## config.mk

```make
export PLATFORM = sky130hd
export DESIGN_NAME = sample_out_pipe
export DESIGN_NICKNAME = d
export VERILOG_FILES = /design/src/rtl/sop_pkg.sv /design/src/rtl/sop_rst_sync.sv /design/src/rtl/sop_shift.sv /design/src/rtl/sop_cfg_track.sv /design/src/rtl/sop_out_stage.sv /design/src/rtl/sample_out_pipe.sv
export SDC_FILE = /design/constraint.sdc
export NUM_CORES = 1
export LEC_CHECK = 0
export ABC_AREA = 1
export BUFFER_PORTS_ARGS = -buffer_cell sky130_fd_sc_hd__buf_2
export CORE_ASPECT_RATIO = 0.7
export CORE_UTILIZATION = 55
export DETAILED_ROUTE_END_ITERATION = 10
export GPL_ROUTABILITY_DRIVEN = 0
export PLACE_DENSITY = 0.8
export REMOVE_ABC_BUFFERS = 1
export SLEW_MARGIN = 20
export SYNTH_ARGS = -nofsm -noshare
export SYNTH_HDL_FRONTEND = slang
export SYNTH_HIERARCHICAL = 1
export SYNTH_SLANG_ARGS = --single-unit
```

## constraint.sdc

```tcl
create_clock -name clk -period 5.9 [get_ports clk]
set_input_delay 1.18 -clock clk [delete_from_list [all_inputs] [get_ports clk]]
set_output_delay 1.18 -clock clk [all_outputs]
set_load 0.05 [all_outputs]
```

## src/rtl/sop_pkg.sv

```systemverilog
package sop_pkg;
  localparam int unsigned SOP_DW        = 14;
  localparam int unsigned SOP_BASE_LAT  = 7;
  localparam int unsigned SOP_BLANK_LAT = 9;
  localparam int unsigned SOP_XW        = 2;

  function automatic int unsigned sop_data_stages(input int unsigned base_lat,
                                                  input int unsigned xw);
    return (base_lat - 1) + ((1 << xw) - 1);
  endfunction
endpackage

```

## src/rtl/sop_rst_sync.sv

```systemverilog
module sop_rst_sync (
  input  logic clk,
  input  logic arst_n,
  output logic rst_n_s
);
  logic [1:0] sync_q;
  logic [1:0] sync_nxt;

  always_comb begin
    sync_nxt = {sync_q[0], 1'b1};
  end

  always_ff @(posedge clk or negedge arst_n) begin
    if (!arst_n) sync_q <= '0;
    else         sync_q <= sync_nxt;
  end

  assign rst_n_s = sync_q[1];
endmodule

```

## src/rtl/sop_shift.sv

```systemverilog
module sop_shift #(
  parameter int unsigned W     = 14,
  parameter int unsigned DEPTH = 9
) (
  input  logic                       clk,
  input  logic                       rst_n,
  input  logic                       clr,
  input  logic [W-1:0]               d,
  output logic [DEPTH-1:0][W-1:0]    q
);
  logic [W-1:0]            stg_in [DEPTH];
  logic [DEPTH-1:0][W-1:0] q_nxt;

  for (genvar g = 0; g < DEPTH; g++) begin : g_stg
    if (g == 0) begin : g_head
      assign stg_in[g] = d;
    end else begin : g_body
      assign stg_in[g] = q[g-1];
    end
  end

  always_comb begin
    for (int i = 0; i < DEPTH; i++) begin
      q_nxt[i] = clr ? '0 : stg_in[i];
    end
  end

  always_ff @(posedge clk or negedge rst_n) begin
    if (!rst_n) q <= '0;
    else        q <= q_nxt;
  end
endmodule

```

## src/rtl/sop_cfg_track.sv

```systemverilog
module sop_cfg_track #(
  parameter int unsigned XW = 2
) (
  input  logic          clk,
  input  logic          rst_n,
  input  logic [XW-1:0] xdly,
  output logic [XW-1:0] cfg_q,
  output logic          cfg_chg
);
  logic [XW-1:0] cfg_nxt;

  always_comb begin
    cfg_nxt = xdly;
    cfg_chg = (xdly != cfg_q);
  end

  always_ff @(posedge clk or negedge rst_n) begin
    if (!rst_n) cfg_q <= '0;
    else        cfg_q <= cfg_nxt;
  end
endmodule

```

## src/rtl/sop_out_stage.sv

```systemverilog
module sop_out_stage #(
  parameter int unsigned DW       = 14,
  parameter int unsigned XW       = 2,
  parameter int unsigned TAP0     = 5,
  parameter int unsigned DEPTH    = 9
) (
  input  logic                      clk,
  input  logic                      rst_n,
  input  logic                      clr,
  input  logic                      blank_hit,
  input  logic [DEPTH-1:0][DW-1:0]  stages,
  input  logic [XW-1:0]             cfg,
  output logic [DW-1:0]             dout
);
  logic [DW-1:0] tap;
  logic [DW-1:0] dout_nxt;
  logic          zero_en;

  always_comb begin
    tap = stages[TAP0 + int'(cfg)];
  end

  always_comb begin
    zero_en  = clr | blank_hit;
    dout_nxt = zero_en ? '0 : tap;
  end

  always_ff @(posedge clk or negedge rst_n) begin
    if (!rst_n) dout <= '0;
    else        dout <= dout_nxt;
  end
endmodule

```

## src/rtl/sample_out_pipe.sv

```systemverilog
module sample_out_pipe #(
  parameter int unsigned DW        = sop_pkg::SOP_DW,
  parameter int unsigned BASE_LAT  = sop_pkg::SOP_BASE_LAT,
  parameter int unsigned BLANK_LAT = sop_pkg::SOP_BLANK_LAT,
  parameter int unsigned XW        = sop_pkg::SOP_XW
) (
  input  logic          clk,
  input  logic          arst_n,
  input  logic [DW-1:0] din,
  input  logic          blank_n,
  input  logic          psave,
  input  logic [XW-1:0] xdly,
  output logic [DW-1:0] dout
);
  localparam int unsigned DSTAGES = sop_pkg::sop_data_stages(BASE_LAT, XW);
  localparam int unsigned BSTAGES = BLANK_LAT - 1;
  localparam int unsigned TAP0    = BASE_LAT - 2;

  logic                         rst_n_s;
  logic [XW-1:0]                cfg_q;
  logic                         cfg_chg;
  logic                         clr;
  logic [DSTAGES-1:0][DW-1:0]   data_q;
  logic [BSTAGES-1:0][0:0]      bl_q;
  logic                         blank_req;
  logic                         blank_hit;

  sop_rst_sync u_rst (
    .clk     (clk),
    .arst_n  (arst_n),
    .rst_n_s (rst_n_s)
  );

  sop_cfg_track #(.XW(XW)) u_cfg (
    .clk     (clk),
    .rst_n   (rst_n_s),
    .xdly    (xdly),
    .cfg_q   (cfg_q),
    .cfg_chg (cfg_chg)
  );

  assign clr       = psave | cfg_chg;
  assign blank_req = ~blank_n;
  assign blank_hit = bl_q[BSTAGES-1][0];

  sop_shift #(.W(DW), .DEPTH(DSTAGES)) u_data (
    .clk   (clk),
    .rst_n (rst_n_s),
    .clr   (clr),
    .d     (din),
    .q     (data_q)
  );

  sop_shift #(.W(1), .DEPTH(BSTAGES)) u_blank (
    .clk   (clk),
    .rst_n (rst_n_s),
    .clr   (1'b0),
    .d     (blank_req),
    .q     (bl_q)
  );

  sop_out_stage #(.DW(DW), .XW(XW), .TAP0(TAP0), .DEPTH(DSTAGES)) u_out (
    .clk       (clk),
    .rst_n     (rst_n_s),
    .clr       (clr),
    .blank_hit (blank_hit),
    .stages    (data_q),
    .cfg       (cfg_q),
    .dout      (dout)
  );
endmodule

```

## Word-level counts from Yosys, hierarchy flattened

Index checks and enable logic that the tools add are counted.

- Add/sub/neg operators: 1
- Multiply operators: 0
- Div/mod/pow operators: 0
- Magnitude comparators: 1
- Equal/unequal tests: 1
- Shifts and indexed selects: 0
- Mux-type cells: 12
- Bitwise operators: 3
- Reduce and logical (&&, ||, !) cells: 0

Operators by type and width:

| cell | number |
|---|---|
| 14-bit two-way mux | 11 |
| 14-bit binary-select mux with 4-bit select | 1 |
| 32-bit by 5-bit < comparator with 1-bit output, second input constant | 1 |
| 3-bit by 2-bit adder with 4-bit output, first input constant | 1 |
| 2-bit != test | 1 |
| 1-bit bitwise OR | 2 |
| 1-bit inverter | 1 |

- Register bits after elaboration: 152
- Bits in latches: 0
- RAM bits: 0
- Bits in read-only memories: 0
- Input bits: 20
- Output and inout bits: 14
- Word-level logic and storage cells: 38
- Memories kept: 0

## Logic depth before layout (Yosys ltp)

- Depth in word-level cells: 4
- Depth in mapped cells: 10
- Depth with buffers taken out: 9

## Modules after synthesis

Netlist, hierarchy kept.

By module, submodules not included:

| module | times used | cells each | area an instance (um^2) | seq. area each (um^2) |
|---|---|---|---|---|
| sop_shift at u_data | 1 | 392 | 4206.5 | 3153.0 |
| sop_out_stage | 1 | 187 | 1189.9 | 350.3 |
| sop_shift at u_blank | 1 | 25 | 271.5 | 200.2 |
| sop_cfg_track | 1 | 9 | 81.3 | 50.0 |
| sop_rst_sync | 1 | 3 | 53.8 | 50.0 |
| sample_out_pipe | 1 | 5 | 18.8 | 0.0 |

## Worst setup path before layout

Ideal clock, no wire load.

- Kind: input-to-reg
- Start point: input xdly[0]
- End point: register u_out.dout[11]
- Library setup time: 73 ps
- Arrival time: 1964 ps
- Data required time: 5827 ps
- Path slack: 3863 ps
- Cell stages on the path: 8
- Path through: xnor2_1 -> nand2_1 -> inv_1 -> nand2_1 -> nor2_2 -> buf_2 -> nand2_1 -> a21oi_2

- Cells in the longest elaborated chain, start to end: 4

Ends and longest elaborated chain:

| item | line | source |
|---|---|---|
| start, declared | sample_out_pipe.sv:12 | `input logic [XW-1:0] xdly,` |
| 2-bit != test | sop_cfg_track.sv:14 | `cfg_chg = (xdly != cfg_q);` |
| named net cfg_chg | sample_out_pipe.sv:21 | `logic cfg_chg;` |
| 1-bit bitwise OR | sample_out_pipe.sv:42 | `assign clr = psave \| cfg_chg;` |
| named net clr | sample_out_pipe.sv:22 | `logic clr;` |
| 1-bit bitwise OR | sop_out_stage.sv:24 | `zero_en = clr \| blank_hit;` |
| 14-bit two-way mux | sop_out_stage.sv:25 | `dout_nxt = zero_en ? '0 : tap;` |
| named net u_out.dout_nxt[11] | sop_out_stage.sv:16 | `logic [DW-1:0] dout_nxt;` |
| end signal, assigned | sop_out_stage.sv:30 | `else dout <= dout_nxt;` |
| end, declared | sop_out_stage.sv:13 | `output logic [DW-1:0] dout` |

The timed path passes the listed nets, and every way through them passes these cells.

==> summary.txt <==
Run status
  • Status: complete, but fails checks
  • Failing checks: design-rule violations

Clock tree
  • H-tree Lvls: 4
  • CTS tree: built
  • Num CTS Buffers: 17
  • Post-cts hold buffer count: 0
  • Root Buffer: clkbuf_16
  • Post-CTS setup buffer count: 0
  • PostCTS Resize Cnt: 0
  • CTS clk-pin slew, worst paths: 0.06 ns
  • Clock sink count: 152
  • Clock Path Buffers: 2
  • Clk_lat worst skew: 0.41 ns

Timing
  • Skew final: 0.00850 ns
  • Final worst path period need: 2.52 ns
  • TNS Setup: 0 ns
  • Setup repair after global routing missed its margin: false
  • Hold slack final: 0.349 ns
  • Setup-failing EPs final: 0
  • FMAX: 397 MHz
  • Final period util: 42.7%
  • Rel. slew slack: 32.3%
  • Final Hold Viols: 0
  • Pins Over Slew Limit: 0
  • Worst slew pin tran: 1.01 ns

Yosys
  • Synth warn: 6
  • Top post-synthesis cells by area: dfrtp_1 65%, inv_1 9.0%, nor2_1 8.6%, nand2_1 6.6%, nand3_1 3.6%
  • Flops & latches, synth: 152
  • Most frequent cell after synthesis: dfrtp_1
  • Yosys top cell area share: 65.3%
  • Post-synth cell types: 16
  • Post-synth EDFFs: 0
  • Synth area leader: dfrtp_1
  • Post-synthesis sequential area ratio: 65.3%
  • Synth top cells by count: 152 x dfrtp_1, 140 x inv_1, 134 x nor2_1
  • Mapped Area: 5820 sq um
  • Cell count after synthesis: 621
  • Main synth FF type: dfrtp_1
  • Async set or reset register ratio after synthesis: 100%
  • Syn_area_per_cell: 9.37 sq um

Layout
  • Area growth from synthesis to layout: 12.9%
  • Filler Cell Count: 799
  • Share of layout cells above drive strength 1: 11.7%
  • Antenna cells: 0
  • Nets: 668
  • Fin cells: 792

Critical path
  • Reg2reg path depth: 4
  • Worst Path Required: 6.14 ns
  • Critical Path Start Type: input pin
  • Crit Path Category: in2reg
  • CP endpoint kind: flop
  • CP arrival: 2.75 ns
  • FF-to-FF Start: u_cfg/cfg_q[0]
  • R2r setup slk: 3.47 ns
  • Critical R2R Capture: u_out/dout[12]
  • Crit-path max FO: 106

Route
  • Drt first pass iters: 8
  • Via count: 3732
  • Initial DRC Count: 303
  • Drt wl/cell: 12.3 um
  • Final ANT Viol Nets: 0
  • Vias per cell: 4.71
  • DRC viols: 8
  • Final wirelength: 9.74 mm

Power and ir drop
  • Leakage power: 3.11 nW
  • Pwr Total: 2.29 mW
  • Peak VDD IR: 195 uV
  • Pwr dens: 348 nW/um^2

Die
  • Die Area: 11000 sq um
  • Core footprint: 10300 sq um
  • Ports: 34
  • Row count: 31
  • Die width: 125 um
  • Initial Utilization: 56.4%
  • Chip height: 88.1 um

Place
  • Inst Count DP: 760
  • HPWL after DPL: 5.09 mm
  • PortBufs: 33

Global route
  • Global-route wire length before repair: 17.0 mm
  • Gr ovfl total: 0
  • Antenna violations before repair: 0
  • Largest net degree at the start of global routing: 107
  • Total track usage: 20.3%
  • Vias in the first global route: 3740

Hold path
  • Hold Path Sink: u_rst/sync_q[1]
  • Hold Path Depth: 0
  • Min-Delay Startpoint: u_rst/sync_q[0]
  • Min-Delay Path Class: reg2reg

Flow run
  • Max-Cap Viols: 0
worst max-delay path by stage:
stage / end / startpoint / cells past startpoint
finish: u_data/q[31] / xdly[0] / 7
global route: u_data/q[31] / xdly[0] / 7
CTS: u_data/q[31] / xdly[0] / 7
detailed placement: u_data/q[114] / xdly[0] / 7
global placement: u_data/q[44] / xdly[0] / 7
floorplan: u_blank/q[0] / u_rst/sync_q[1] / 0
critical path, cell delays in order:
cell	delay, ns
buf_2	0.11
xnor2_1	0.12
nand2_1	0.07
inv_1	0.06
nand2_4	0.19
buf_4	0.81
nor2_1	0.16
routing by layer:
metal	part of all wire, %	vias up	global-route usage [%]
li1	-	1823	-
met2	53	82	35.9
met4	0.72	0	7.65
met5	0	-	0
met1	41	1819	23.9
met3	4.9	8	6.29
placed cells by master, fill, tap and decap left out:
cell	netlist	final
a21oi_1	8	8
a21oi_2	6	6
buf_2	12	33
buf_4	1	2
buf_6	16	1
bufinv_16	0	3
clkbuf_1	0	2
clkbuf_16	0	17
clkbuf_8	0	6
clkinv_2	0	3
clkinvlp_4	0	1
conb_1	2	2
dfrtp_1	152	151
dfrtp_4	0	1
ha_1	1	1
inv_1	140	140
inv_4	1	1
inv_8	1	1
nand2_1	103	102
nand2_4	0	1
nand3_1	42	42
nor2_1	134	134
nor2_2	1	1
xnor2_1	1	1
registers in the layout, summed over array words and instances, names as in the netlist:
name,flops
u_cfg/cfg_q,2
u_blank/q,8
u_out/dout,14
u_rst/sync_q,2
u_data/q,126
cell families (layout without fill, tap and decap cells):
group                      after synthesis  count (layout)  share of synthesized area [%]
AOI/OAI and AO/OA                       14              14                           1.59
other                                    2               2                          0.129
adders and majority gates                1               1                          0.215
buffers and inverters                  171             210                           13.6
DFF                                    152             152                           65.3
xor gates and xnor gates                 1               1                          0.150
and+or+nand+nor                        280             280                           19.0
stage by stage:
| stage | utilization, % | area, sq um | setup WS (ns) |
|---|---|---|---|
| floorplan | - | 5570 | 1.35 |
| global placement | 57.6 | 5940 | 3.01 |
| detailed placement | 57.6 | 5940 | 3.00 |
| CTS | 63.6 | 6570 | 3.38 |
| global route | 63.7 | 6570 | 3.22 |
| finish | 63.7 | 6570 | 3.38 |
power breakdown:
group          total [mW]  internal [mW]  switching [mW]
Clock                1.12          0.731           0.390
Combinational       0.106         0.0250          0.0811
Sequential           1.06           1.05          0.0106
Total                2.29           1.81           0.481
area by class of cell:
cell class	count	area (sq um)	share of cell area, %
clock buffers	25	515	7.85
clock inverters	7	113	1.71
inverters	142	543	8.27
multi-input cells	298	1230	18.8
flip-flops and latches	152	3810	58.0
well taps	132	165	2.51
repair buffers	36	191	2.91
(Power assumes the default switching activity.)
